`config.mk`:
```
export PLATFORM = sky130hd
export DESIGN_NAME = aes_colbank_pair
export DESIGN_NICKNAME = d
export VERILOG_FILES = /design/src/rtl/cbk_pkg.sv /design/src/rtl/cbk_bank.sv /design/src/rtl/cbk_seq.sv /design/src/rtl/cbk_fwd.sv /design/src/rtl/aes_colbank_pair.sv
export SDC_FILE = /design/constraint.sdc
export NUM_CORES = 1
export LEC_CHECK = 0
export ABC_CLOCK_PERIOD_IN_PS = 6900
export BUFFER_PORTS_ARGS = -buffer_cell sky130_fd_sc_hd__buf_4
export CAP_MARGIN = 10
export CORE_MARGIN = 1
export CORE_UTILIZATION = 55
export DETAILED_ROUTE_END_ITERATION = 10
export PLACE_DENSITY = 0.84
export RECOVER_POWER = 25
export SETUP_SLACK_MARGIN = 0.4
export SLEW_MARGIN = 20
export SYNTH_ARGS = -nofsm -noshare
export SYNTH_HDL_FRONTEND = slang
export SYNTH_HIERARCHICAL = 1
export SYNTH_SLANG_ARGS = --single-unit
```
`constraint.sdc`:
```
create_clock -name clk -period 6.9 [get_ports clk]
set_clock_uncertainty 0.15 [all_clocks]
set_input_delay 1.725 -clock clk [delete_from_list [all_inputs] [get_ports clk]]
set_output_delay 1.725 -clock clk [all_outputs]
set_load 0.01 [all_outputs]
```
`src/rtl/cbk_pkg.sv`:
```
// Shared constants, types and index helper for the dual-bank state store.
// Assumes a 4x4 byte state, stored by columns.
package cbk_pkg;
    localparam int BYTE_W = 8;
    localparam int NROW   = 4;
    localparam int NCOL   = 4;
    localparam int WORD_W = BYTE_W * NROW;
    localparam int BLK_W  = WORD_W * NCOL;
    localparam int COL_W  = $clog2(NCOL);

    typedef logic [COL_W-1:0]  col_t;
    typedef logic [WORD_W-1:0] word_t;
    typedef logic [BLK_W-1:0]  blk_t;

    // Stored column that feeds row r of the permuted read of column c.
    function automatic col_t src_col(input col_t c, input int r, input logic inv);
        col_t rr;
        rr = col_t'(r);
        return inv ? col_t'(c - rr) : col_t'(c + rr);
    endfunction
endpackage

```
`src/rtl/cbk_bank.sv`:
```
// One state bank: four column registers plus a byte-gathering read port.
// Assumes at most one of load and write is active per cycle; load wins.
module cbk_bank
    import cbk_pkg::*;
(
    input  logic  clk,
    input  logic  rst_n,
    input  logic  ld_en,
    input  blk_t  ld_blk,
    input  logic  wr_en,
    input  col_t  wr_col,
    input  word_t wr_word,
    input  col_t  rd_col,
    input  logic  inv,
    output word_t gat_word,
    output blk_t  contents
);
    word_t col_q [NCOL];

    // Column storage: cleared on reset, filled whole on load, one column per write.
    always_ff @(posedge clk) begin
        if (!rst_n) begin
            for (int i = 0; i < NCOL; i++) col_q[i] <= '0;
        end else if (ld_en) begin
            for (int i = 0; i < NCOL; i++)
                col_q[i] <= ld_blk[BLK_W-1-WORD_W*i -: WORD_W];
        end else if (wr_en) begin
            col_q[wr_col] <= wr_word;
        end
    end

    // Row r of the read word comes from a column rotated by r.
    for (genvar r = 0; r < NROW; r++) begin : g_lane
        col_t sc;
        assign sc = src_col(rd_col, r, inv);
        assign gat_word[WORD_W-1-BYTE_W*r -: BYTE_W] =
            col_q[sc][WORD_W-1-BYTE_W*r -: BYTE_W];
    end

    // Flattened contents, column 0 in the top bits.
    for (genvar c = 0; c < NCOL; c++) begin : g_flat
        assign contents[BLK_W-1-WORD_W*c -: WORD_W] = col_q[c];
    end
endmodule

```
`src/rtl/cbk_seq.sv`:
```
// Read and write column/round counters, bank selects and latched mode.
// Assumes the external round logic returns one write per read, one cycle later.
module cbk_seq
    import cbk_pkg::*;
#(
    parameter int NUM_ROUNDS = 10
) (
    input  logic clk,
    input  logic rst_n,
    input  logic load,
    input  logic inv_in,
    input  logic rd_en,
    input  logic wb_vld,
    output col_t rd_col,
    output col_t wr_col,
    output logic rd_bank,
    output logic wr_bank,
    output logic mode,
    output logic rd_act,
    output logic wr_act,
    output logic done
);
    localparam int          RW       = $clog2(NUM_ROUNDS + 1);
    localparam logic [RW-1:0] LAST_RND = RW'(NUM_ROUNDS);
    localparam col_t        LAST_COL = col_t'(NCOL - 1);

    logic [RW-1:0] rd_rnd, wr_rnd;

    assign rd_act  = rd_en  & ~load & (rd_rnd != LAST_RND);
    assign wr_act  = wb_vld & ~load & (wr_rnd != LAST_RND);
    assign rd_bank = rd_rnd[0];
    assign wr_bank = ~wr_rnd[0];
    assign done    = (wr_rnd == LAST_RND);

    // Mode register: captured on every load.
    always_ff @(posedge clk) begin
        if (!rst_n)    mode <= 1'b0;
        else if (load) mode <= inv_in;
    end

    // Read position: column steps, round increments after the last column.
    always_ff @(posedge clk) begin
        if (!rst_n || load) begin
            rd_col <= '0;
            rd_rnd <= '0;
        end else if (rd_act) begin
            if (rd_col == LAST_COL) begin
                rd_col <= '0;
                rd_rnd <= rd_rnd + 1'b1;
            end else begin
                rd_col <= rd_col + 1'b1;
            end
        end
    end

    // Write position: same stepping, driven by write-back valid.
    always_ff @(posedge clk) begin
        if (!rst_n || load) begin
            wr_col <= '0;
            wr_rnd <= '0;
        end else if (wr_act) begin
            if (wr_col == LAST_COL) begin
                wr_col <= '0;
                wr_rnd <= wr_rnd + 1'b1;
            end else begin
                wr_col <= wr_col + 1'b1;
            end
        end
    end
endmodule

```
`src/rtl/cbk_fwd.sv`:
```
// Picks the read bank and bypasses any lane whose source column is being written.
// Assumes overlap only occurs for a column-0 read against a column-3 write.
module cbk_fwd
    import cbk_pkg::*;
(
    input  word_t            gat0,
    input  word_t            gat1,
    input  logic             rd_bank,
    input  logic             wr_bank,
    input  logic             wr_act,
    input  col_t             wr_col,
    input  col_t             rd_col,
    input  logic             mode,
    input  word_t            wb_word,
    output word_t            rd_word,
    output logic [NROW-1:0]  hit
);
    word_t sel;
    logic  same_bank;

    assign sel       = rd_bank ? gat1 : gat0;
    assign same_bank = wr_act & (wr_bank == rd_bank);

    // Per-lane bypass: source column equals the column under write.
    for (genvar r = 0; r < NROW; r++) begin : g_byp
        col_t sc;
        assign sc     = src_col(rd_col, r, mode);
        assign hit[r] = same_bank & (sc == wr_col);
        assign rd_word[WORD_W-1-BYTE_W*r -: BYTE_W] = hit[r]
            ? wb_word[WORD_W-1-BYTE_W*r -: BYTE_W]
            : sel[WORD_W-1-BYTE_W*r -: BYTE_W];
    end
endmodule

```
`src/rtl/aes_colbank_pair.sv`:
```
// Top: two column banks in ping-pong, permuted reads, one-byte bypass.
// Assumes NUM_ROUNDS >= 1; the result lands in bank NUM_ROUNDS mod 2.
module aes_colbank_pair
    import cbk_pkg::*;
#(
    parameter int NUM_ROUNDS = 10
) (
    input  logic         clk,
    input  logic         rst_n,
    input  logic         load_vld,
    input  logic [127:0] load_blk,
    input  logic         inv_mode,
    input  logic         rd_en,
    output logic [31:0]  rd_word,
    input  logic         wb_vld,
    input  logic [31:0]  wb_word,
    output logic         res_vld,
    output logic [127:0] res_blk
);
    localparam int NBANK    = 2;
    localparam int RES_BANK = NUM_ROUNDS % NBANK;

    col_t            rd_col, wr_col;
    logic            rd_bank, wr_bank, mode_q, rd_act, wr_act, done;
    word_t           gat [NBANK];
    blk_t            cont [NBANK];
    logic [NROW-1:0] fwd_hit;

    cbk_seq #(.NUM_ROUNDS(NUM_ROUNDS)) u_seq (
        .clk(clk), .rst_n(rst_n), .load(load_vld), .inv_in(inv_mode),
        .rd_en(rd_en), .wb_vld(wb_vld), .rd_col(rd_col), .wr_col(wr_col),
        .rd_bank(rd_bank), .wr_bank(wr_bank), .mode(mode_q),
        .rd_act(rd_act), .wr_act(wr_act), .done(done)
    );

    // Bank 0 takes the input block; bank 1 is only ever written back.
    for (genvar b = 0; b < NBANK; b++) begin : g_bank
        logic ld_b, wr_b;
        assign ld_b = (b == 0) ? load_vld : 1'b0;
        assign wr_b = wr_act & (wr_bank == b[0]);
        cbk_bank u_bank (
            .clk(clk), .rst_n(rst_n), .ld_en(ld_b), .ld_blk(load_blk),
            .wr_en(wr_b), .wr_col(wr_col), .wr_word(wb_word),
            .rd_col(rd_col), .inv(mode_q), .gat_word(gat[b]), .contents(cont[b])
        );
    end

    cbk_fwd u_fwd (
        .gat0(gat[0]), .gat1(gat[1]), .rd_bank(rd_bank), .wr_bank(wr_bank),
        .wr_act(wr_act), .wr_col(wr_col), .rd_col(rd_col), .mode(mode_q),
        .wb_word(wb_word), .rd_word(rd_word), .hit(fwd_hit)
    );

    assign res_vld = done;
    assign res_blk = cont[RES_BANK];
endmodule

```
==> flow_metrics.tcl <==
set metrics [dict create \
    diodes 0 \
    crit_family "simple AND/OR/NAND/NOR gates" \
    cp_max_fo 25 \
    syn_area_mm2 0.01417 \
    tns_ns 0 \
    die_w_um 162.5 \
    critPathBufInv 2 \
    clock_latency_ns 0.54 \
    h-tree-depth 1 \
    via_count 10970 \
    post-route-period-util_pct 89.40 \
    worst_slew_pin_slew_ns 4.849 \
    multi_input_area_mm2 0.005908 \
    cts_resized 0 \
    startpoint_type "flop" \
    cpPeakStageDelay_ns 1.03 \
    cp-end-kind "output port" \
    worst_hold_path_type "flop to flop" \
    routed_wl_um 45290 \
    final_net_count 1387 \
    yosysWarnings 6 \
    start_util_pct 56.09 \
    worst_path_max_delay_cell "dfxtp_2" \
    drv_cap 2 \
    max_slew_margin_pct -223.3 \
    cts_hold_buffers 0 \
    hold_viol 0 \
    grt_pass1_wl_um 66220 \
    clockBufferDepth 3 \
    clkSinkCount 269 \
    port_buffers 326 \
    dpl.hpwl_um 28250 \
    gp_congestion 0.8017 \
    rows 58 \
    failed_checks "max-capacitance violations, max-slew violations" \
    pre_cts_ws_ns 1.223 \
    power.density_mw_per_mm2 231.9 \
    ant_nets 0 \
    cts_buffers 28 \
    fin_ws_ns 0.7317 \
    syn_to_final_growth_pct 22.52 \
    leakage_nw 6.245 \
    die_y_um 162.5 \
    required_ns 5.03 \
    postCtsSetupRepairBufs 0 \
    path_cells "clkbuf_1, xnor2_2, nand4b_1, nor2_1, a21oi_1, buf_4" \
    drv_slew 258 \
    synthCells 933 \
    rsz0062_at_grt "no" \
    detail_route.wl_per_cell_um 28.90 \
    drcViolationCount 0 \
    fill_cells 1849 \
    grt_util_all_layers_pct 34.00 \
    antenna_found_initial 0 \
    grt_start_max_net_pins 129 \
    grt_pass1_vias 10970 \
    vias_per_cell 6.999 \
    drtIter0Drc 1426 \
    dieArea_mm2 0.02640 \
    crit_type "flop to output port" \
    cts_tree "yes" \
    cp.arrival_ns 4.29 \
    path_clk_slew_ns 0.06 \
    final-seq-area_mm2 0.007958 \
    core_area_mm2 0.02525 \
    setup_viol 0 \
    status "complete, but fails checks" \
    fmax_mhz 162.1 \
    drive_gt1_share_pct 29.51 \
    ir_drop_mv 0.1929 \
    overflow 0 \
    root_buffer "clkbuf_16" \
    drt-pass1-iter-count 6 \
    num_io_pins 327 \
    syn_area_per_cell_um2 15.18 \
    post-route-min-period_ns 6.168 \
]
[placed cells by master (no fill, tap or decap), types with 4 or more instances in the layout]
cell type	instances
mux4_1	16
clkbuf_1	144
clkbuf_16	29
a21oi_1	27
o21ai_4	8
nor2_1	19
edfxtp_1	256
buf_4	213
mux2_4	8
clkinv_2	4
or4_1	4
mux2i_1	17
a32o_1	128
nand2b_1	67
ha_1	6
o2bb2ai_1	128
o21ai_0	10
mux4_2	48
mux2_2	23
dfxtp_1	9
inv_1	5
conb_1	6
[tightest hold or removal path, delay by kind of cell (launching register included)]
family / cells / cell delay [ns]
flops: 1 / 0.32
compound gates: 2 / 0.14
[final cells by class]
class / count / share of cell area [%]
sequential: 269 / 45.85
multi-input combinational: 560 / 34.04
timing repair buffer: 348 / 12.20
clock buffer: 41 / 4.556
tap: 330 / 2.379
clock inverter: 11 / 0.8002
inverter: 8 / 0.1802
[stage by stage]
stage | hold WS [ns] | cell area, um^2 | utilization [%] | total power [mW] | instances
after detailed placement | 0.3477 | 16920 | 66.99 | 2.561 | 1514
after floorplan | 0.3039 | 14180 | - | 2.254 | 938
after CTS | 0.3606 | 17850 | 70.67 | 4.067 | 1566
after global routing | 0.3812 | 17360 | 68.73 | 4.133 | 1567
after global placement | 0.3186 | 16920 | 66.99 | 2.544 | 1514
final | 0.3603 | 17360 | 68.73 | 4.026 | 1567
[flip-flops by register name, summed over array words and instances (netlist names)]
| signal | count |
|---|---|
| u_seq/rd_col | 2 |
| u_seq/mode | 1 |
| u_seq/rd_rnd | 4 |
| u_seq/wr_rnd | 4 |
| g_bank.u_bank/col_q | 256 |
| u_seq/wr_col | 2 |
[metal layers]
layer	wire length (um)	share of wire (%)	global-route usage, %	vias to the layer above
li1	-	-	-	4564
met5	0	0	0	-
met1	16340	36	43.37	5474
met4	1589	3.5	12.99	0
met3	5045	11	7.334	127
met2	22320	49	56.95	802
[where the power goes]
part | total, mW | switching [mW] | internal (mW)
sequential | 1.97 | 0.0576 | 1.92
clock | 1.53 | 0.622 | 0.907
combinational | 0.523 | 0.273 | 0.250
total | 4.03 | 0.953 | 3.07
[worst paths after layout]
check | cells after the start | end | slack (ns) | from
setup / recovery | 6 | rd_word[13] | 0.73 | u_seq/rd_col[1]
hold / removal | 2 | u_seq/rd_rnd[3] | 0.36 | u_seq/rd_rnd[3]
setup reg to reg | 5 | u_seq/wr_rnd[3] | 0.92 | u_seq/wr_col[1]
hold reg to reg | 2 | u_seq/rd_rnd[3] | 0.36 | u_seq/rd_rnd[3]
No activity file was read; power rests on OpenSTA's default activity.
